===== src/rtl/usb_rx_pkg.sv =====
package usb_rx_pkg;

   typedef enum logic [1:0] {
      SYM_SE0 = 2'b00,
      SYM_J   = 2'b01,
      SYM_K   = 2'b10,
      SYM_SE1 = 2'b11
   } line_sym_t;

   typedef enum logic {
      RX_HUNT = 1'b0,
      RX_BUSY = 1'b1
   } rx_state_t;

endpackage


===== src/rtl/usb_rx_nrzi.sv =====
module usb_rx_nrzi
   import usb_rx_pkg::*;
(
   input  logic      clk,
   input  logic      rst_n,
   input  logic      strobe,
   input  line_sym_t sym,
   output line_sym_t prev_sym,
   output logic      same_sym
);

   line_sym_t prev_q;

   // the bus idles in J, so that is the reference after reset
   always_ff @(posedge clk) begin
      if (!rst_n)
         prev_q <= SYM_J;
      else if (strobe)
         prev_q <= sym;
   end

   assign prev_sym = prev_q;
   assign same_sym = (sym == prev_q);


   prev_hold_chk: assert property (@(posedge clk) disable iff (!rst_n)
      !strobe |=> $stable(prev_q));

endmodule


===== src/rtl/usb_rx_sync_det.sv =====
module usb_rx_sync_det
   import usb_rx_pkg::*;
#(
   parameter int MIN_ALT = 4
) (
   input  logic      clk,
   input  logic      rst_n,
   input  logic      strobe,
   input  logic      hunting,
   input  line_sym_t sym,
   input  line_sym_t prev_sym,
   output logic      sync_hit
);

   localparam int CW = $clog2(MIN_ALT + 1);

   if (MIN_ALT < 1) begin : g_bad_min
      $error("usb_rx_sync_det: MIN_ALT must be at least 1");
   end

   logic [CW-1:0] alt_q;
   logic          sym_jk, prev_jk, toggled, alt_full;

   assign sym_jk   = (sym == SYM_J) || (sym == SYM_K);
   assign prev_jk  = (prev_sym == SYM_J) || (prev_sym == SYM_K);
   assign toggled  = sym_jk && prev_jk && (sym != prev_sym);
   assign alt_full = (alt_q == CW'(MIN_ALT));

   assign sync_hit = hunting && strobe && alt_full &&
                     (sym == SYM_K) && (prev_sym == SYM_K);

   always_ff @(posedge clk) begin
      if (!rst_n || !hunting)
         alt_q <= '0;
      else if (strobe) begin
         if (!toggled)
            alt_q <= '0;
         else if (!alt_full)
            alt_q <= alt_q + 1'b1;
      end
   end


   alt_bound_chk: assert property (@(posedge clk) disable iff (!rst_n)
      alt_q <= CW'(MIN_ALT));

endmodule


===== src/rtl/usb_rx_destuff.sv =====
module usb_rx_destuff #(
   parameter int RUN_LEN = 6
) (
   input  logic clk,
   input  logic rst_n,
   input  logic clear,
   input  logic bit_stb,
   input  logic bit_in,
   output logic drop_bit,
   output logic stuff_err
);

   localparam int CW = $clog2(RUN_LEN + 1);

   if (RUN_LEN < 1) begin : g_bad_run
      $error("usb_rx_destuff: RUN_LEN must be at least 1");
   end

   logic [CW-1:0] ones_q;
   logic          at_limit;

   assign at_limit  = (ones_q == CW'(RUN_LEN));
   assign drop_bit  = bit_stb && at_limit && !bit_in;
   assign stuff_err = bit_stb && at_limit &&  bit_in;

   always_ff @(posedge clk) begin
      if (!rst_n || clear)
         ones_q <= '0;
      else if (bit_stb) begin
         if (at_limit || !bit_in)
            ones_q <= '0;
         else
            ones_q <= ones_q + 1'b1;
      end
   end


   run_bound_chk: assert property (@(posedge clk) disable iff (!rst_n)
      ones_q <= CW'(RUN_LEN));


   drop_resets_chk: assert property (@(posedge clk) disable iff (!rst_n)
      drop_bit |=> ones_q == '0);

endmodule


===== src/rtl/usb_rx_byte_asm.sv =====
module usb_rx_byte_asm #(
   parameter int BYTE_W    = 8,
   parameter bit LSB_FIRST = 1'b1
) (
   input  logic              clk,
   input  logic              rst_n,
   input  logic              clear,
   input  logic              take,
   input  logic              bit_in,
   output logic              byte_done,
   output logic [BYTE_W-1:0] byte_q
);

   localparam int CW = (BYTE_W > 1) ? $clog2(BYTE_W) : 1;

   if (BYTE_W < 2) begin : g_bad_w
      $error("usb_rx_byte_asm: BYTE_W must be at least 2");
   end

   logic [BYTE_W-1:0] sh_q, sh_nx;
   logic [CW-1:0]     cnt_q;
   logic              last;

   if (LSB_FIRST) begin : g_lsb
      assign sh_nx = {bit_in, sh_q[BYTE_W-1:1]};
   end else begin : g_msb
      assign sh_nx = {sh_q[BYTE_W-2:0], bit_in};
   end

   assign last = (cnt_q == CW'(BYTE_W - 1));

   always_ff @(posedge clk) begin
      if (!rst_n) begin
         sh_q      <= '0;
         cnt_q     <= '0;
         byte_q    <= '0;
         byte_done <= 1'b0;
      end else begin
         byte_done <= 1'b0;
         if (clear)
            cnt_q <= '0;
         else if (take) begin
            sh_q  <= sh_nx;
            cnt_q <= last ? '0 : cnt_q + 1'b1;
            if (last) begin
               byte_q    <= sh_nx;
               byte_done <= 1'b1;
            end
         end
      end
   end


   done_pulse_chk: assert property (@(posedge clk) disable iff (!rst_n)
      byte_done |=> !byte_done);

endmodule


===== src/rtl/usb_rx_engine.sv =====
module usb_rx_engine
   import usb_rx_pkg::*;
#(
   parameter int BYTE_W       = 8,
   parameter int STUFF_RUN    = 6,
   parameter int SYNC_MIN_ALT = 4,
   parameter bit LSB_FIRST    = 1'b1
) (
   input  logic              clk,
   input  logic              rst_n,
   input  logic              bit_en,
   input  logic [1:0]        line_st,
   output logic              rx_active,
   output logic              rx_valid,
   output logic              rx_error,
   output logic [BYTE_W-1:0] rx_data
);

   line_sym_t sym, prev_sym;
   rx_state_t state_q;
   logic      same_sym, hunting, sync_hit;
   logic      busy_stb, sym_jk, bit_stb, eop, bad_lvl;
   logic      drop_bit, stuff_err, take, err_q;

   assign sym      = line_sym_t'(line_st);
   assign hunting  = (state_q == RX_HUNT);
   assign busy_stb = bit_en && !hunting;
   assign sym_jk   = (sym == SYM_J) || (sym == SYM_K);
   assign bit_stb  = busy_stb && sym_jk;
   assign eop      = busy_stb && (sym == SYM_SE0);
   assign bad_lvl  = busy_stb && (sym == SYM_SE1);
   assign take     = bit_stb && !drop_bit && !stuff_err;

   usb_rx_nrzi u_nrzi (
      .clk      (clk),
      .rst_n    (rst_n),
      .strobe   (bit_en),
      .sym      (sym),
      .prev_sym (prev_sym),
      .same_sym (same_sym)
   );

   usb_rx_sync_det #(.MIN_ALT(SYNC_MIN_ALT)) u_sync (
      .clk      (clk),
      .rst_n    (rst_n),
      .strobe   (bit_en),
      .hunting  (hunting),
      .sym      (sym),
      .prev_sym (prev_sym),
      .sync_hit (sync_hit)
   );

   usb_rx_destuff #(.RUN_LEN(STUFF_RUN)) u_destuff (
      .clk       (clk),
      .rst_n     (rst_n),
      .clear     (hunting),
      .bit_stb   (bit_stb),
      .bit_in    (same_sym),
      .drop_bit  (drop_bit),
      .stuff_err (stuff_err)
   );

   usb_rx_byte_asm #(.BYTE_W(BYTE_W), .LSB_FIRST(LSB_FIRST)) u_asm (
      .clk       (clk),
      .rst_n     (rst_n),
      .clear     (hunting),
      .take      (take),
      .bit_in    (same_sym),
      .byte_done (rx_valid),
      .byte_q    (rx_data)
   );

   always_ff @(posedge clk) begin
      if (!rst_n) begin
         state_q <= RX_HUNT;
         err_q   <= 1'b0;
      end else begin
         err_q <= bad_lvl || stuff_err;
         if (hunting && sync_hit)
            state_q <= RX_BUSY;
         else if (eop || bad_lvl || stuff_err)
            state_q <= RX_HUNT;
      end
   end

   assign rx_active = (state_q == RX_BUSY);
   assign rx_error  = err_q;


   err_ends_rx_chk: assert property (@(posedge clk) disable iff (!rst_n)
      rx_error |-> !rx_active);


   err_pulse_chk: assert property (@(posedge clk) disable iff (!rst_n)
      rx_error |=> !rx_error);


   valid_in_pkt_chk: assert property (@(posedge clk) disable iff (!rst_n)
      rx_valid |-> rx_active);


   no_strobe_hold_chk: assert property (@(posedge clk) disable iff (!rst_n)
      !bit_en |=> $stable(rx_active) && !rx_valid && !rx_error);


   sync_on_k_chk: assert property (@(posedge clk) disable iff (!rst_n)
      $rose(rx_active) |-> $past(bit_en) && $past(line_st) == 2'b10);

endmodule


===== config.mk =====
export PLATFORM = sky130hd
export DESIGN_NAME = usb_rx_engine
export DESIGN_NICKNAME = d
export VERILOG_FILES = /design/src/rtl/usb_rx_pkg.sv /design/src/rtl/usb_rx_nrzi.sv /design/src/rtl/usb_rx_sync_det.sv /design/src/rtl/usb_rx_destuff.sv /design/src/rtl/usb_rx_byte_asm.sv /design/src/rtl/usb_rx_engine.sv
export SDC_FILE = /design/constraint.sdc
export NUM_CORES = 1
export LEC_CHECK = 0
export ABC_CLOCK_PERIOD_IN_PS = 1500
export BUFFER_PORTS_ARGS = -buffer_cell sky130_fd_sc_hd__buf_4
export CORE_AREA = 2 2 58 60
export CTS_CLUSTER_SIZE = 40
export DETAILED_ROUTE_END_ITERATION = 10
export DIE_AREA = 0 0 60 62
export GPL_TIMING_DRIVEN = 0
export PLACE_DENSITY = 0.74
export RECOVER_POWER = 100
export REMOVE_ABC_BUFFERS = 1
export SYNTH_ARGS = -nofsm -noshare
export SYNTH_HDL_FRONTEND = slang
export SYNTH_SLANG_ARGS = --single-unit

===== constraint.sdc =====
create_clock -name clk -period 1.5 [get_ports clk]
set_input_delay 0.225 -clock clk [delete_from_list [all_inputs] [get_ports clk]]
set_output_delay 0.225 -clock clk [all_outputs]
set_load 0.01 [all_outputs]

==> flow_metrics.tcl, run 1 <==
set metrics [dict create \
    status "finished, final reports clean" \
    rows 21 \
    grt_max_degree 22 \
    min_path_type "input port to register" \
    slew_violations 0 \
    portBuffers 15 \
    path_buf_inv 0 \
    max_freq_mhz 707 \
    arrival_ns 1.65 \
    cts.sinks 29 \
    antenna_found_initial 0 \
    p_leak_nw 0.644 \
    max_cap_viol_count 0 \
    cts_max_level 2 \
    coreArea_um2 3180 \
    critPathKind "register to register" \
    use_met2_pct 29.5 \
    final_nets 181 \
    wire_per_inst_um 12.8 \
    setup_ws_ns 0.0865 \
    start_util_pct 42.1 \
    min_to "u_nrzi.prev_sym[0]" \
    fillers 315 \
    cp-startpoint "u_nrzi.prev_sym[1]" \
    path_clk_slew_ns 0.09 \
    synth_top_area_share_pct 43.4 \
    syn_area_um2 1340 \
    fin_setup_tns_ns 0 \
    numCtsBuffers 5 \
    grtUsageTotal_pct 15.6 \
    use_met1_pct 14.6 \
    worst_setup_path_end_kind "register" \
    fin_total_pwr_w 0.00143 \
    rsz0062_at_grt "true" \
    dp_hpwl_um 1820 \
    grt_pass1_vias 1069 \
    cp.required_ns 1.74 \
    synthTopCellsByArea "dfxtp_1, ha_1, mux2i_1" \
    yosysSeqAreaShare_pct 43.4 \
    skew_ns 0.00752 \
    layout-drive-gt1-share_pct 18.6 \
    path_max_fanout 3 \
    drt-initial-drc-count 19 \
    vias 1083 \
    start_kind "register" \
    dpl_worst_slack_ns -0.394 \
    dieArea_um2 3720 \
    r2r-end "u_sync.alt_q[0]" \
    dr.pass1.iters 4 \
    period_share_pct 94.2 \
    reg2reg_depth 5 \
    clk_latency_ns 0.33 \
    ys_ff_latch 29 \
    postSynth.asyncResetShare_pct 0 \
    syn_avg_cell_area_um2 9.11 \
    ctsRootBufferMaster "clkbuf_4" \
    power.density_nw_per_um2 888 \
    routed_wl_um 2720 \
    busiest_layer "met2" \
    synth-edff-count 0 \
    min_from "line_st[0]" \
    grt_pass1_wl_um 4270 \
    drc 0 \
    critPathSlowestCell "dfxtp_1" \
    yosysWarnings 0 \
    ant_nets 0 \
    fp.dieW_um 60 \
    vias_per_cell 5.08 \
    finalSetupViolCount 0 \
    gp_congestion 0.705 \
    period_minus_slack_ns 1.41 \
    cp_cell_sequence "ha_4 > nor2b_2 > and3_4 > nand2_1 > a311oi_1" \
    slew_headroom_pct 79.1 \
    io_pins 16 \
    peakVddDrop_mv 0.497 \
    syn_inst 147 \
    hold_buffers 0 \
    num_antenna_cells 0 \
    synth_top_cell_by_area "dfxtp_1" \
    worst_slew_pin_slew_ns 0.313 \
    grt_overflow 0 \
    cts_buffer_depth 2 \
    cp_top_family "flip-flops" \
    hold_viol_final 0 \
    die_h_um 62 \
    r2r_start "u_nrzi.prev_sym[1]" \
    synth.distinct_cells 30 \
    gr-usage-met3_pct 6.63 \
    r2r_slack_ns 0.09 \
    cpPeakStageDelay_ns 0.42 \
    synthToLayoutAreaGrowth_pct 20.3 \
    holdPathStages 3 \
    cts_tree "built" \
    ys.flop_type "dfxtp_1" \
]
## synth_stat cells, drive strengths merged (3+ instances only)
cell    number
a21boi       7
a21oi        8
a31oi        5
and3         4
clkbuf       3
dfxtp       29
ha          10
inv          6
mux2i       10
nand2       27
nand3        3
nor2         5
nor2b       11
## state kept, by name, summed over array words and instances (netlist names)
register          cells
u_asm.byte_q          8
u_asm.sh_q            7
u_asm.cnt_q           3
u_destuff.ones_q      3
u_sync.alt_q          3
u_nrzi.prev_sym       2
rx_active             1
rx_error              1
u_asm.byte_done       1
## worst register-to-register path, stage by stage (launching register included)
cell	delay (ns)
dfxtp_1	0.42
ha_4	0.23
nor2b_2	0.15
and3_4	0.20
nand2_1	0.07
a311oi_1	0.25
## power by group
part           total (W)  internal (W)  switching (W)
Clock           0.000541      0.000271       0.000269
Sequential      0.000783      0.000776     0.00000692
Combinational   0.000105     0.0000463      0.0000592
## metrics by stage
| stage | area [um2] | util [%] | hold WS, ns | std cells |
|---|---|---|---|---|
| detailed placement | 1480 | 46.6 | 0.459 | 203 |
| global route | 1610 | 50.6 | 0.167 | 213 |
| finish | 1610 | 50.6 | 0.160 | 213 |
| global placement | 1480 | 46.6 | 0.442 | 203 |
| floorplan | 1310 | - | 0.321 | 142 |
| CTS | 1570 | 49.4 | 0.148 | 211 |
## how the worst max path moves through the flow
stage                      endpoint  slack (ns)  depth (start not counted)
global route        u_sync.alt_q[1]      -0.007                          6
CTS                   u_asm.sh_q[7]       -0.02                          5
floorplan           u_asm.byte_q[0]       0.001                          6
finish              u_sync.alt_q[0]        0.09                          5
detailed placement  u_asm.byte_q[4]       -0.39                          7
global placement    u_asm.byte_q[7]       -0.31                          7
## metal layers
layer / vias up / share of wire, %
met2: 23 / 51
met5: - / 0
met3: 8 / 4.5
met1: 510 / 42
li1: 542 / -
met4: 0 / 2.1
## timing repair
item	in CTS	in global routing
setup buffers	0	1
cloned	0	1
gates resized for setup	7	13
setup endpoints to repair	13	21
pin swaps	0	3
## final cells by class
| class | instances | area, um2 | share of cell area [%] |
|---|---|---|---|
| Tap cell | 46 | 57.6 | 3.57 |
| Multi-Input combinational cell | 108 | 792 | 49.2 |
| Inverter | 6 | 22.5 | 1.40 |
| Clock inverter | 1 | 5.00 | 0.311 |
| Timing Repair Buffer | 16 | 82.6 | 5.13 |
| Sequential cell | 29 | 586 | 36.4 |
| Clock buffer | 7 | 65.1 | 4.04 |
## kinds of logic (layout without fill, tap and decap cells)
kind of cell | after synthesis | count (layout) | synth area share [%]
multiplexers | 10 | 10 | 7.48
AO/OA/AOI/OAI | 25 | 26 | 12.2
adder cells (fa/ha/maj) | 10 | 10 | 9.35
XOR/XNOR | 2 | 2 | 1.31
flip-flops | 29 | 29 | 43.4
AND/OR/NAND/NOR | 60 | 60 | 22.5
buffers and inverters | 11 | 30 | 3.74
## layout by cell type (no fill, tap or decap), drive strengths merged
cell type	n
and2	2
nand2	27
clkbuf	17
inv	6
clkinv	1
o211ai	2
nand2b	1
nor2	5
and3	4
buf	6
nand3b	1
or3	2
a31oi	5
ha	10
a21boi	7
a211oi	1
nor2b	11
nand4	1
a311oi	1
nand3	3
o21ai	1
a21oi	9
xnor2	2
mux2i	10
nor3	1
nor3b	2
dfxtp	29
(Power assumes the default switching activity.)
==> inputs of run 2 (changes only) <==
--- a/config.mk
+++ b/config.mk
@@ -5,7 +5,7 @@
 export SDC_FILE = /design/constraint.sdc
 export NUM_CORES = 1
 export LEC_CHECK = 0
-export ABC_CLOCK_PERIOD_IN_PS = 1500
+export ABC_CLOCK_PERIOD_IN_PS = 1300
 export BUFFER_PORTS_ARGS = -buffer_cell sky130_fd_sc_hd__buf_4
 export CORE_AREA = 2 2 58 60
 export CTS_CLUSTER_SIZE = 40
==> constraint.sdc (replaced) <==
create_clock -name clk -period 1.3 [get_ports clk]
set_input_delay 0.195 -clock clk [delete_from_list [all_inputs] [get_ports clk]]
set_output_delay 0.195 -clock clk [all_outputs]
set_load 0.01 [all_outputs]
==> flow_metrics.tcl, run 2 (synthesis results as in run 1) <==
set metrics [dict create \
    p_clk_share_pct 37.3 \
    p_comb_share_pct 9.2 \
    cp.required_ns 1.55 \
    die_h_um 62 \
    fillers 285 \
    coreArea_um2 3180 \
    slew_headroom_pct 79.6 \
    dpl_worst_slack_ns -0.564 \
    seq_area_um2 594 \
    arrival_ns 1.63 \
    drt-initial-drc-count 22 \
    fp.dieW_um 60 \
    cts_tree "built" \
    grt_overflow 0 \
    critPathSlowestCell "dfxtp_1" \
    largest_register "u_asm.byte_q" \
    num_antenna_cells 0 \
    finalSetupViolCount 3 \
    grt_pass1_vias 1098 \
    cp_top_family "compound AO/OA/AOI/OAI gates" \
    cts.sinks 29 \
    worst_slew_pin_slew_ns 0.304 \
    status "finished, violations left" \
    synthToLayoutAreaGrowth_pct 33.8 \
    grt_pass1_wl_um 4590 \
    period_minus_slack_ns 1.38 \
    p_sw_share_pct 24.1 \
    path_clk_slew_ns 0.09 \
    vias_per_cell 5.05 \
    critPathKind "register to register" \
    final_nets 192 \
    max_freq_mhz 723 \
    skew_ns 0.00704 \
    cts_buffer_depth 2 \
    cts_max_level 2 \
    power.density_nw_per_um2 941 \
    dp_hpwl_um 1820 \
    cpPeakStageDelay_ns 0.41 \
    max_cap_viol_count 0 \
    clk_latency_ns 0.33 \
    wire_per_inst_um 13.3 \
    grtUsageTotal_pct 16.8 \
    p_int_w 0.00128 \
    min_path_type "input port to register" \
    multi_input_area_um2 887 \
    setup_ws_ns -0.0838 \
    largest_register_ffs 8 \
    rsz0062_at_grt "true" \
    failed_checks "setup timing" \
    period_share_pct 106 \
    gp_congestion 0.705 \
    worst_setup_path_end_kind "register" \
    slew_violations 0 \
    io_pins 16 \
    reg.largest.list "u_asm.byte_q x8, u_asm.sh_q x7" \
    layout-drive-gt1-share_pct 30.3 \
    dr.pass1.iters 4 \
    p_sw_w 0.000406 \
    layout_common_cells "nand2_1, dfxtp_1, buf_4" \
    rows 21 \
    dieArea_um2 3720 \
    pwr-share-seq_pct 53.5 \
    start_kind "register" \
    fin_util_pct 56.4 \
    antenna_found_initial 0 \
    path_buf_inv 1 \
    path_max_fanout 4 \
    final_common_cell "nand2_1" \
    ctsRootBufferMaster "clkbuf_4" \
    numCtsBuffers 5 \
    drc 0 \
    p_leak_nw 0.686 \
    hold_viol_final 0 \
    routed_wl_um 2970 \
    grt_max_degree 22 \
    portBuffers 15 \
    start_util_pct 42.1 \
    vias 1131 \
    cp_cell_sequence "inv_1 > ha_1 > a21boi_4 > a31oi_1 > a311oi_1" \
    ant_nets 0 \
    peakVddDrop_mv 0.615 \
]
-- run 2: metrics by stage --
stage | power [W] | cell area [um2] | TNS [ns] | hold slack (ns) | instances
6_report | 0.00169 | 1790 | -0.117 | 0.139 | 224
3_3_place_gp | 0.00102 | 1480 | -8.06 | 0.442 | 203
2_1_floorplan | 0.000983 | 1310 | -1.62 | 0.291 | 142
5_1_grt | 0.00175 | 1790 | -0.458 | 0.143 | 224
3_5_place_dp | 0.00103 | 1480 | -10.20 | 0.459 | 203
4_1_cts | 0.00167 | 1730 | -0.111 | 0.129 | 217
-- run 2: power groups by stage --
| stage | clock network, W | registers (W) | logic (W) |
|---|---|---|---|
| after detailed placement | 0 | 0.000923 | 0.000103 |
| after floorplan | 0 | 0.000921 | 0.0000620 |
| after global placement | 0 | 0.000922 | 0.0000957 |
| after global routing | 0.000677 | 0.000903 | 0.000168 |
| after CTS | 0.000638 | 0.000905 | 0.000132 |
| final | 0.000629 | 0.000902 | 0.000156 |
-- run 2: final timing paths --
path / startpoint / endpoint / slack [ns] / depth (start not counted)
max: u_sync.alt_q[0] / u_sync.alt_q[0] / -0.08 / 5
min: line_st[0] / u_nrzi.prev_sym[0] / 0.14 / 3
max reg2reg: u_sync.alt_q[0] / u_sync.alt_q[0] / -0.08 / 5
min reg2reg: u_asm.cnt_q[0] / u_asm.cnt_q[0] / 0.47 / 2
-- run 2: cell type report --
| type | count | share of cell area, % |
|---|---|---|
| tap | 46 | 3.21 |
| clock buffer | 7 | 3.63 |
| multi-input combinational | 109 | 49.5 |
| timing repair buffer | 26 | 8.80 |
| clock inverter | 1 | 0.279 |
| inverter | 6 | 1.40 |
| sequential | 29 | 33.2 |
-- run 2: per-layer routing --
layer / up-vias / wire, um / global-route usage [%]
met3: 6 / 122 / 6.63
met4: 0 / 46 / 7.94
li1: 566 / - / -
met5: - / 0 / 0
met1: 534 / 1240 / 16.9
met2: 25 / 1570 / 30.6
-- run 2: tightest hold or removal path, stage by stage --
cell,delay [ns]
buf_4,0.11
nand2_1,0.05
o211ai_1,0.06
-- run 2: what timing repair did --
item,4_1_cts,5_1_grt
hold buffers,0,0
hold endpoints to repair,0,0
pin swaps,6,7
gates cloned,1,1
setup endpoints to repair,26,23
resized for setup,29,12
buffers inserted,5,6
==> inputs of run 3 (changes only) <==
--- a/config.mk
+++ b/config.mk
@@ -7,14 +7,15 @@
 export LEC_CHECK = 0
 export ABC_CLOCK_PERIOD_IN_PS = 1300
 export BUFFER_PORTS_ARGS = -buffer_cell sky130_fd_sc_hd__buf_4
-export CORE_AREA = 2 2 58 60
+export CORE_AREA = 2 2 60 62
 export CTS_CLUSTER_SIZE = 40
 export DETAILED_ROUTE_END_ITERATION = 10
-export DIE_AREA = 0 0 60 62
+export DIE_AREA = 0 0 62 64
 export GPL_TIMING_DRIVEN = 0
-export PLACE_DENSITY = 0.74
+export PLACE_DENSITY = 0.73
 export RECOVER_POWER = 100
 export REMOVE_ABC_BUFFERS = 1
 export SYNTH_ARGS = -nofsm -noshare
 export SYNTH_HDL_FRONTEND = slang
+export SYNTH_HIERARCHICAL = 1
 export SYNTH_SLANG_ARGS = --single-unit
==> flow_metrics.tcl, run 3 <==
set metrics [dict create \
    ant_nets 0 \
    num_antenna_cells 0 \
    synth-edff-count 0 \
    arrival_ns 1.82 \
    coreArea_um2 3280 \
    max_cap_viol_count 0 \
    wire_per_inst_um 13.4 \
    cts_buffer_depth 2 \
    fillers 283 \
    peakVddDrop_mv 0.448 \
    dieArea_um2 3970 \
    seq_area_um2 593 \
    period_minus_slack_ns 1.59 \
    p_clk_share_pct 32.5 \
    yosysWarnings 6 \
    path_clk_slew_ns 0.10 \
    power.density_nw_per_um2 842 \
    critPathSlowestCell "ha_1" \
    min_path_type "input port to register" \
    yosysSeqAreaShare_pct 40.8 \
    cts_tree "built" \
    dr.pass1.iters 4 \
    start_kind "input port" \
    layout_common_cells "dfxtp_1, buf_4, nand2_1" \
    status "finished, violations left" \
    pwr-share-seq_pct 55.8 \
    largest_register "u_asm/byte_q" \
    holdPathStages 2 \
    synth_top_area_share_pct 40.8 \
    final_common_cell "dfxtp_1" \
    synth.distinct_cells 35 \
    antenna_found_initial 0 \
    dpl_worst_slack_ns -1.15 \
    reg.largest.list "u_asm/byte_q x8, u_asm/sh_q x7" \
    finalSetupViolCount 22 \
    stdcell_count 237 \
    hold_viol_final 0 \
    routed_wl_um 3180 \
    postSynth.asyncResetShare_pct 0 \
    r2r_slack_ns -0.29 \
    rows 21 \
    synthTopCellsByArea "dfxtp_1, ha_1, mux2i_1" \
    p_sw_share_pct 26.6 \
    grt_overflow 0 \
    top_layer_used "met4" \
    grt_pass1_wl_um 4890 \
    fin_setup_tns_ns -4.85 \
    start_util_pct 43.4 \
    final_nets 205 \
    cp_cell_sequence "buf_4 > inv_1 > ha_1 > and3_4 > nand3_4 > nor2_4 > nor3b_4 > and2b_4 > mux2i_1 > nor2b_1" \
    slew_violations 0 \
    p_int_w 0.00118 \
    cts.sinks 29 \
    skew_ns 0.0101 \
    synthToLayoutAreaGrowth_pct 34.4 \
    setup_ws_ns -0.294 \
    grtUsageTotal_pct 16.8 \
    syn_area_um2 1420 \
    max_freq_mhz 627 \
    ys.flop_type "dfxtp_1" \
    dp.cells 210 \
    die_h_um 64 \
    syn_inst 153 \
    failed_checks "setup timing" \
    drt-initial-drc-count 59 \
    vias 1197 \
    p_sw_w 0.000429 \
    syn_avg_cell_area_um2 9.31 \
    synthTopCellsByCount "dfxtp_1, nand2_1, nor2_1" \
    cts_max_level 2 \
    holdWs_ns 0.144 \
    wl_met3_um 148 \
    critPathKind "input port to register" \
    ys_ff_latch 29 \
    largest_register_ffs 8 \
    worst_setup_path_end_kind "register" \
    wl_met1_um 1260 \
    synth_most_common_cell "dfxtp_1" \
    cp.required_ns 1.53 \
    gp_congestion 0.786 \
    numCtsBuffers 5 \
    ctsRootBufferMaster "clkbuf_4" \
    grt_pass1_vias 1116 \
    layout-drive-gt1-share_pct 36.6 \
    grt_max_degree 33 \
    cpPeakStageDelay_ns 0.27 \
    rsz0062_at_grt "true" \
    fin_total_pwr_w 0.00161 \
    worst_slew_pin_slew_ns 0.382 \
    portBuffers 15 \
    route.met2.wl_um 1730 \
    multi_input_area_um2 931 \
    fp.dieW_um 62 \
    period_share_pct 123 \
    io_pins 16 \
    dp_hpwl_um 1870 \
    p_comb_share_pct 11.7 \
    reg2reg_depth 7 \
    p_leak_nw 0.676 \
    synth_top_cell_by_area "dfxtp_1" \
    hold_buffers 0 \
    slew_headroom_pct 74.5 \
    drc 0 \
    vias_per_cell 5.05 \
    path_max_fanout 7 \
    clk_latency_ns 0.33 \
]
run 3: kinds of logic after synthesis:
group	after synthesis	synth area share (%)
buf+inv	14	4.75
compound gates	24	11.0
mux	10	7.03
xor+xnor	6	3.69
flops	29	40.8
fa+ha+maj	10	8.79
simple gates	60	24.0
run 3: power groups by stage:
| stage | Clock, W | Sequential, W | Combinational (W) |
|---|---|---|---|
| after CTS | 0.000547 | 0.000899 | 0.000160 |
| after global placement | 0 | 0.000921 | 0.0000986 |
| after global routing | 0.000602 | 0.000900 | 0.000204 |
| final | 0.000524 | 0.000899 | 0.000189 |
| after floorplan | 0 | 0.000920 | 0.0000599 |
| after detailed placement | 0 | 0.000922 | 0.000106 |
run 3: final cells by class:
| cell class | instances | share of cell area [%] |
|---|---|---|
| Multi-Input combinational cell | 110 | 48.6 |
| Clock inverter | 3 | 0.915 |
| Sequential cell | 29 | 31.0 |
| Clock buffer | 5 | 1.96 |
| Inverter | 10 | 1.96 |
| Tap cell | 46 | 3.01 |
| Timing Repair Buffer | 34 | 12.5 |
run 3: path summary, 6_finish.rpt:
path | start | endpoint
worst max-delay path | line_st[1] | u_asm/sh_q[4]
worst min-delay path | bit_en | u_sync/alt_q[2]
worst max register to register | u_nrzi/prev_sym[1] | u_asm/sh_q[4]
worst min register to register | u_asm/byte_q[3] | u_asm/byte_q[3]
run 3: through the flow:
step                      util (%)  instance area [um2]
after CTS                     55.0                 1810
after detailed placement      47.6                 1560
after floorplan                  -                 1390
after global routing          58.3                 1910
after global placement        47.6                 1560
final                         58.3                 1910
run 3: per-layer routing:
| metal | track usage [%] | vias up |
|---|---|---|
| li1 | - | 598 |
| met1 | 18.2 | 566 |
| met2 | 29.6 | 26 |
| met3 | 6.68 | 7 |
| met4 | 3.99 | 0 |
| met5 | 0 | - |
run 3: repair_timing:
item | CTS | global route
pin swaps | 10 | 16
endpoints found under the setup margin | 27 | 25
gates resized for setup | 25 | 34
cloned | 0 | 1
buffers inserted | 14 | 4
endpoints found under the hold margin | 0 | 0
run 3: worst max-delay path: cells and delay by family:
| kind | cells | cell delay, ns |
|---|---|---|
| adders and majority gates | 1 | 0.27 |
| muxes | 1 | 0.20 |
| buffers and inverters | 2 | 0.22 |
| and+or+nand+nor | 6 | 0.93 |
